$ cat config.mk
export PLATFORM = sky130hd
export DESIGN_NAME = pmon_ovf_unit
export DESIGN_NICKNAME = d
export VERILOG_FILES = /design/src/rtl/pmon_pkg.sv /design/src/rtl/pmon_counter.sv /design/src/rtl/pmon_status.sv /design/src/rtl/pmon_summary.sv /design/src/rtl/pmon_ovf_unit.sv
export SDC_FILE = /design/constraint.sdc
export NUM_CORES = 1
export LEC_CHECK = 0
export BUFFER_PORTS_ARGS = -buffer_cell sky130_fd_sc_hd__buf_4
export CORE_MARGIN = 2
export CORE_UTILIZATION = 60
export CTS_BUF_LIST = sky130_fd_sc_hd__clkbuf_16
export DETAILED_ROUTE_END_ITERATION = 16
export PLACE_DENSITY = 0.92
export SLEW_MARGIN = 20
export SYNTH_ARGS = -nofsm -noshare
export SYNTH_HDL_FRONTEND = slang
export SYNTH_SLANG_ARGS = --single-unit
export TNS_END_PERCENT = 100
$ cat constraint.sdc
create_clock -name clk -period 3.5 [get_ports clk]
set_input_delay 0.7 -clock clk [delete_from_list [all_inputs] [get_ports clk]]
set_output_delay 0.7 -clock clk [all_outputs]
set_load 0.1 [all_outputs]
$ cat src/rtl/pmon_pkg.sv
package pmon_pkg;
    localparam int NUM_CTR = 4;
    localparam int CTR_W   = 48;
    localparam int RD_W    = 64;
    localparam int ADDR_W  = 3;

    localparam logic [ADDR_W-1:0] ADR_CTL  = 3'd4;
    localparam logic [ADDR_W-1:0] ADR_STAT = 3'd5;
    localparam logic [ADDR_W-1:0] ADR_CLR  = 3'd6;
    localparam logic [ADDR_W-1:0] ADR_SUM  = 3'd7;

    localparam int SUM_RTR = 19;
    localparam int SUM_LOC = 18;
    localparam int SUM_MEM = 16;
    localparam int SUM_CL  = 2;
    localparam int SUM_CR  = 0;
endpackage

$ cat src/rtl/pmon_counter.sv
module pmon_counter #(
    parameter int W = 48
) (
    input  logic         clk,
    input  logic         rst_n,
    input  logic         count_en,
    input  logic         load,
    input  logic [W-1:0] load_val,
    output logic [W-1:0] value,
    output logic         wrap
);
    typedef struct packed {
        logic [W-1:0] cnt;
    } ctr_state_t;

    ctr_state_t s_d, s_q;

    always_comb begin
        s_d  = s_q;
        wrap = 1'b0;
        if (load) begin
            s_d.cnt = load_val;
        end else if (count_en) begin
            s_d.cnt = s_q.cnt + W'(1);
            wrap    = &s_q.cnt;
        end
    end

    always_ff @(posedge clk or negedge rst_n) begin
        if (!rst_n) s_q <= '0;
        else        s_q <= s_d;
    end

    assign value = s_q.cnt;

    a_r4_load_wins: assert property (@(posedge clk) disable iff (!rst_n)
        load |=> value == $past(load_val));
    a_r2_hold_when_idle: assert property (@(posedge clk) disable iff (!rst_n)
        (!load && !count_en) |=> $stable(value));
    a_r3_wrap_to_zero: assert property (@(posedge clk) disable iff (!rst_n)
        wrap |=> value == '0);
endmodule

$ cat src/rtl/pmon_status.sv
module pmon_status #(
    parameter int N = 4
) (
    input  logic         clk,
    input  logic         rst_n,
    input  logic [N-1:0] set_vec,
    input  logic [N-1:0] clr_vec,
    output logic [N-1:0] ov
);
    typedef struct packed {
        logic [N-1:0] ov;
    } stat_state_t;

    stat_state_t s_d, s_q;

    always_comb begin
        s_d    = s_q;
        s_d.ov = (s_q.ov & ~clr_vec) | set_vec;
    end

    always_ff @(posedge clk or negedge rst_n) begin
        if (!rst_n) s_q <= '0;
        else        s_q <= s_d;
    end

    assign ov = s_q.ov;

    a_r6_set_wins: assert property (@(posedge clk) disable iff (!rst_n)
        (set_vec != '0) |=> ((ov & $past(set_vec)) == $past(set_vec)));
    a_r5_sticky: assert property (@(posedge clk) disable iff (!rst_n)
        1'b1 |=> ((ov & $past(ov & ~clr_vec)) == $past(ov & ~clr_vec)));
    a_r5_clear_takes: assert property (@(posedge clk) disable iff (!rst_n)
        ((clr_vec & ~set_vec) != '0) |=> ((ov & $past(clr_vec & ~set_vec)) == '0));
endmodule

$ cat src/rtl/pmon_summary.sv
module pmon_summary
    import pmon_pkg::*;
#(
    parameter int N = 4
) (
    input  logic            clk,
    input  logic            rst_n,
    input  logic            ovf_router,
    input  logic            ovf_mem,
    input  logic [1:0]      ovf_left,
    input  logic [1:0]      ovf_right,
    input  logic [N-1:0]    local_ov,
    output logic [RD_W-1:0] sum_word
);
    typedef struct packed {
        logic rtr;
        logic loc;
        logic mem;
        logic cl;
        logic cr;
    } sum_state_t;

    sum_state_t s_d, s_q;

    always_comb begin
        s_d.rtr = ovf_router;
        s_d.loc = |local_ov;
        s_d.mem = ovf_mem;
        s_d.cl  = |ovf_left;
        s_d.cr  = |ovf_right;
    end

    always_ff @(posedge clk or negedge rst_n) begin
        if (!rst_n) s_q <= '0;
        else        s_q <= s_d;
    end

    always_comb begin
        sum_word          = '0;
        sum_word[SUM_RTR] = s_q.rtr;
        sum_word[SUM_LOC] = s_q.loc;
        sum_word[SUM_MEM] = s_q.mem;
        sum_word[SUM_CL]  = s_q.cl;
        sum_word[SUM_CR]  = s_q.cr;
    end

    a_r8_router_flag: assert property (@(posedge clk) disable iff (!rst_n)
        1'b1 |=> sum_word[SUM_RTR] == $past(ovf_router));
    a_r8_left_pair: assert property (@(posedge clk) disable iff (!rst_n)
        1'b1 |=> sum_word[SUM_CL] == $past(ovf_left != 2'b00));
    a_r9_local_flag: assert property (@(posedge clk) disable iff (!rst_n)
        1'b1 |=> sum_word[SUM_LOC] == $past(local_ov != '0));
endmodule

$ cat src/rtl/pmon_ovf_unit.sv
module pmon_ovf_unit
    import pmon_pkg::*;
(
    input  logic              clk,
    input  logic              rst_n,
    input  logic              unit_en,
    input  logic [NUM_CTR-1:0] evt_inc,
    input  logic              wr_en,
    input  logic [ADDR_W-1:0] wr_addr,
    input  logic [CTR_W-1:0]  wr_data,
    input  logic [ADDR_W-1:0] rd_addr,
    output logic [RD_W-1:0]   rd_data,
    input  logic              ovf_router,
    input  logic              ovf_mem,
    input  logic [1:0]        ovf_cache_left,
    input  logic [1:0]        ovf_cache_right
);
    typedef struct packed {
        logic [NUM_CTR-1:0] en;
    } ctl_state_t;

    ctl_state_t c_d, c_q;

    logic [NUM_CTR-1:0][CTR_W-1:0] cnt_val;
    logic [NUM_CTR-1:0]            wrap_vec;
    logic [NUM_CTR-1:0]            clr_vec;
    logic [NUM_CTR-1:0]            stat_ov;
    logic [RD_W-1:0]               sum_word;

    always_comb begin
        c_d = c_q;
        if (wr_en && wr_addr == ADR_CTL) c_d.en = wr_data[NUM_CTR-1:0];
    end

    always_ff @(posedge clk or negedge rst_n) begin
        if (!rst_n) c_q <= '0;
        else        c_q <= c_d;
    end

    assign clr_vec = (wr_en && wr_addr == ADR_CLR) ? wr_data[NUM_CTR-1:0] : '0;

    for (genvar i = 0; i < NUM_CTR; i++) begin : g_ctr
        pmon_counter #(.W(CTR_W)) u_ctr (
            .clk      (clk),
            .rst_n    (rst_n),
            .count_en (unit_en & c_q.en[i] & evt_inc[i]),
            .load     (wr_en && wr_addr == ADDR_W'(i)),
            .load_val (wr_data),
            .value    (cnt_val[i]),
            .wrap     (wrap_vec[i])
        );
    end

    pmon_status #(.N(NUM_CTR)) u_status (
        .clk     (clk),
        .rst_n   (rst_n),
        .set_vec (wrap_vec),
        .clr_vec (clr_vec),
        .ov      (stat_ov)
    );

    pmon_summary #(.N(NUM_CTR)) u_summary (
        .clk        (clk),
        .rst_n      (rst_n),
        .ovf_router (ovf_router),
        .ovf_mem    (ovf_mem),
        .ovf_left   (ovf_cache_left),
        .ovf_right  (ovf_cache_right),
        .local_ov   (stat_ov),
        .sum_word   (sum_word)
    );

    always_comb begin
        rd_data = '0;
        for (int i = 0; i < NUM_CTR; i++) begin
            if (rd_addr == ADDR_W'(i)) rd_data = RD_W'(cnt_val[i]);
        end
        case (rd_addr)
            ADR_CTL:  rd_data = RD_W'(c_q.en);
            ADR_STAT: rd_data = RD_W'(stat_ov);
            ADR_SUM:  rd_data = sum_word;
            default:  ;
        endcase
    end

    a_r7_ctl_write: assert property (@(posedge clk) disable iff (!rst_n)
        (wr_en && wr_addr == ADR_CTL) |=> c_q.en == $past(wr_data[NUM_CTR-1:0]));
    a_r2_unit_gate: assert property (@(posedge clk) disable iff (!rst_n)
        (!unit_en && !(wr_en && wr_addr < ADDR_W'(NUM_CTR))) |=> $stable(cnt_val));
endmodule

* After elaboration in Yosys (flattened, before gate mapping)
Cells that the tools add are included.
Widths: inputs -> output; s select.
** Word-level totals
- Register bits after elaboration :: 205
- Input port bits :: 68
** Operators by class
- Add/sub/neg operators :: 4
- Equality and inequality tests :: 11
- Multiplexer cells :: 22
- Bitwise logic cells :: 11
- Reductions and logical operators :: 19
** Operators with widths (count)
- $mux 48 :: 9
- $add 48x1->48 const B :: 4
- $mux 64 :: 3
- $pmux 64 s3 :: 1
- $reduce_and 48->1 :: 4
- $eq 3x3->1 const B :: 5
- $eq 3x2->1 const B :: 4
- $and 1x1->1 :: 8
- $mux 1 :: 8
- $reduce_bool 2->1 :: 4
- $eq 3x1->1 const B :: 2
- $logic_and 1x1->1 :: 6
- $logic_not 3->1 :: 2
- $and 4x4->4 :: 1
- $mux 4 :: 1
- $not 4->4 :: 1
- $or 4x4->4 :: 1
- $reduce_or 2->1 :: 2
- $reduce_or 4->1 :: 1

* Logic depth before layout (Yosys ltp)
- Depth in word-level cells :: 6
- Gate-level depth with buffers :: 9
- Depth with buffers taken out :: 7

* Modules after synthesis
A second synthesis with hierarchy kept.
** Unflattened totals
- Cell total of the unflattened synthesis :: 1672
- Area, all modules :: 14574.0 sq um
** Modules (own cells, without submodules)
- pmon_counter :: times used 4, cells each 329, area each 2867.8 sq um
- pmon_ovf_unit :: times used 1, cells each 276, area each 2366.0 sq um
- pmon_summary :: times used 1, cells each 68, area each 591.8 sq um
- pmon_status :: times used 1, cells each 12, area each 145.1 sq um

* Worst setup path before layout
No wires, ideal clock.
- Kind :: input-to-output
- Start :: in rd_addr[0]
- End :: out rd_data[16]
- Arrival time :: 3.441 ns
- Required time :: 2.800 ns
- Setup slack :: -0.641 ns
- Stages :: 5
- Cells stage by stage :: clkbuf_1 -> buf_1 -> mux4_2 -> inv_1 -> o22ai_1
** On the way
- Cells in the longest elaborated chain, start to end :: 6
- Elaborated cells on any way between the ends :: 12
- Classes of those cells :: 6 x eq/ne; 5 x mux; 1 x reduce/logical
** Ends and longest elaborated chain
- start, declared :: line pmon_ovf_unit.sv:11 : input logic [ADDR_W-1:0] rd_addr,
- $logic_not 3->1 :: line pmon_ovf_unit.sv:76 : if (rd_addr == ADDR_W'(i)) rd_data = RD_W'(cnt_val[i]);
- $mux 48 :: line pmon_ovf_unit.sv:76
- $mux 64 (3 in series) :: line pmon_ovf_unit.sv:76
- $pmux 64 s3 * :: line pmon_ovf_unit.sv:78 : case (rd_addr)
- end, declared :: line pmon_ovf_unit.sv:12 : output logic [RD_W-1:0] rd_data,
Mark *: on every way between the ends. The rest lies on a longest branch, timed or not.

* Worst setup path in the final report
Same ends and word-level chain as after synthesis.

==> results.txt <==
Worst setup startpoint = rd_addr[0]
Slew headroom = 39.4%
Max Used Layer = met4
# DRC = 0
antenna-violating nets left = 0
hold buffer count at cts = 0
max cap viols = 0
Syn. warnings = 0
max-slew violation count = 0
initial core utilization = 61.0%
critical path endpoint category = primary output
min-delay worst type = primary input to asynchronous set/reset pin
Post-CTS Setup Repair Bufs = 0
Pwr Density = 580 nW/µm²
PortBufs = 115
Wirelength per Cell = 22.5 µm
status = finished, final reports clean
Arr. time, crit path = 2.19 ns
most used cell, CP = buf_4
ranking of synthesized cells by area = dfrtp_1 (40%), mux4_2 (8.5%), xor2_1 (7.9%)
clock buffer depth = 3
Starting DRT DRC Count = 1710
core region area = 21000 µm²
Levels on crit path = 6
slowest stage delay, CP = 0.57 ns
Worst EP required = 2.80 ns
DR WL met3 = 5210 µm
die width = 150 µm
total routed wirelength = 40800 µm
DR WL met2 = 18600 µm
multi-input logic area = 7410 µm²
Via Count = 12000
largest net degree at the start of global routing = 95
post-layout util = 70.6%
Placer Congestion = 0.973
WS Path Type = primary input to primary output
global route total overflow = 0
H-tree depth = 1
fraction of layout cells with a size suffix above 1 = 18.6%
initial antenna violation count = 0
critical-path cell list = buf_4 -> buf_12 -> mux4_2 -> inv_1 -> o22ai_2 -> buf_4
Clk Latency, worst-skew pair = 0.52 ns
IO Count = 132
Fin Clk Skew = 0.0203 ns
Post-Synthesis Cells = 1430
Worst VDD drop = 0.000317 V
CTS Root Cell = clkbuf_16
final period utilization = 82.5%
Fin. Hold Viols = 0
CTS tree = yes
setup tns final = 0 ns
Post-Layout Cell Count = 1814
peak fanout along the critical path = 23
placed insts = 1774
Clock transition at path regs = 0.06 ns
Final #Nets = 1596
CP startpoint kind = primary input
Max Freq = 346 MHz
die height = 150 µm
post-synthesis sequential element count = 205
Final HPWL DP = 29200 µm
library cells used by synthesis = 42
Reg2Reg Launch Point = g_ctr[2].u_ctr.value[24]$_DFFE_PN0P_
Register Area = 5130 µm²
# rows = 53
Pleak = 5.69 nW
CP Buf/Inv Count = 4
Tot GR Track Use = 36.5%
filler instances = 1525
Die ar. = 22500 µm²
Slew @ Worst Pin = 0.901 ns
R2R Setup Slk = 0.82 ns
Worst R2R Path Depth = 6
share of the synthesized area in the top cell type = 40.1%
cell area after synthesis = 12800 µm²
Synth Area per Inst = 8.94 µm²
Hold Slack = 0.181 ns
Num CTS Buffers = 23
vias in the first global route = 11600
Slowest-stage cell, CP = mux4_2
DR vias/cell = 6.63
antenna cell count = 0
DRT Pass-1 Iters = 8
P&R area growth vs syn = 15.7%
CTS sink cnt = 205
Period minus WS final = 2.89 ns
first-pass GRT wire length = 63400 µm
endpoints failing setup = 0
register area share after synthesis = 40.1%
RSZ-0062 raised after global routing = no
Resize count post-CTS = 0
Metal-1 WL = 14900 µm
Crit path max-delay family = buffers and inverters
dominant cell type by area after synthesis = dfrtp_1
final timing paths:
check	endpoint
worst max-delay path	rd_data[16]
worst min-delay path	g_ctr[1].u_ctr.value[14]$_DFFE_PN0P_
worst max register to register	g_ctr[2].u_ctr.value[44]$_DFFE_PN0P_
worst min register to register	u_status.ov[3]$_DFF_PN0_
max in group asynchronous	u_summary.sum_word[0]$_DFF_PN0_
min in group clk	u_summary.sum_word[16]$_DFF_PN0_
cells in the final DEF, fill, tap and decap left out, types with 3 or more instances in the layout:
master,instances
xor2_1,115
nand3_1,87
and2_1,8
o21ai_1,4
nor4_1,19
clkbuf_16,23
clkinv_2,3
and3_1,28
nand4_1,61
nor3_1,32
mux2i_1,7
xnor2_1,72
and4_1,16
or3_1,6
or2_2,8
dfrtp_1,205
nor2_1,124
mux2_2,7
clkinv_1,6
mux4_2,48
buf_4,134
nand2_1,216
nor2b_2,41
conb_1,16
ha_1,4
a21oi_1,67
inv_1,23
buf_12,6
o21ai_0,122
through the flow:
step                      power, mW  instance area (µm²)  worst slack [ns]
after floorplan                5.42                13000            -0.410
after global placement         6.09                14100             0.619
after detailed placement       6.20                14100             0.610
after CTS                      8.50                14800             0.607
after global routing           8.89                14800             0.545
final                          8.58                14800             0.614
power by group:
part	switching, mW	total (mW)	internal (mW)
sequential	0.798	3.69	2.89
clock	0.986	2.31	1.33
combinational	1.58	2.58	0.996
total	3.36	8.58	5.21
state kept, by name, summed over array words and instances (netlist names):
signal and cells:
g_ctr.u_ctr.value 192, c_q 4, u_status.ov 4, u_summary.sum_word 5
metal layers:
metal / vias up / global-route usage (%)
li1: 5161 / -
met1: 5753 / 48.4
met2: 920 / 56.5
met3: 199 / 9.79
met4: 0 / 16.7
met5: - / 0
area by class of cell:
cell class / count / area share (%)
Clock buffer: 23 / 3.89
Multi-Input combinational cell: 1136 / 50.1
Timing Repair Buffer: 141 / 7.71
Inverter: 17 / 0.432
Sequential cell: 205 / 34.7
Clock inverter: 17 / 0.812
Tap cell: 275 / 2.33
cells by family after synthesis:
family                     after synthesis  share of synthesized area (%)
DFF                                    205                           40.1
other                                    1                         0.0293
and+or+nand+nor                        666                           25.5
muxes                                   62                           9.62
adders and majority gates                4                          0.392
buffers and inverters                  104                           3.56
xor gates and xnor gates               187                           12.8
AOI/OAI and AO/OA                      201                           7.98
cell usage after synthesis:
| master | count |
|---|---|
| a21oi_1 | 67 |
| a22o_1 | 1 |
| a31oi_1 | 1 |
| and2_1 | 9 |
| and3_1 | 28 |
| and4_1 | 16 |
| buf_1 | 7 |
| buf_2 | 3 |
| buf_4 | 16 |
| clkbuf_1 | 60 |
| clkbuf_2 | 1 |
| conb_1 | 1 |
| dfrtp_1 | 205 |
| ha_1 | 4 |
| inv_1 | 17 |
| mux2_2 | 7 |
| mux2i_1 | 7 |
| mux4_2 | 48 |
| nand2_1 | 216 |
| nand2b_1 | 2 |
| nand3_1 | 88 |
| nand3_2 | 1 |
| nand3b_1 | 1 |
| nand4_1 | 61 |
| nor2_1 | 126 |
| nor2b_1 | 43 |
| nor3_1 | 32 |
| nor3b_1 | 2 |
| nor4_1 | 19 |
| nor4_2 | 2 |
| nor4_4 | 1 |
| nor4b_2 | 1 |
| o21ai_0 | 122 |
| o21ai_1 | 4 |
| o22ai_1 | 5 |
| o31ai_1 | 1 |
| or2_2 | 8 |
| or3_1 | 6 |
| or4_1 | 2 |
| or4_4 | 2 |
| xnor2_1 | 72 |
| xor2_1 | 115 |
(Power assumes the default switching activity.)
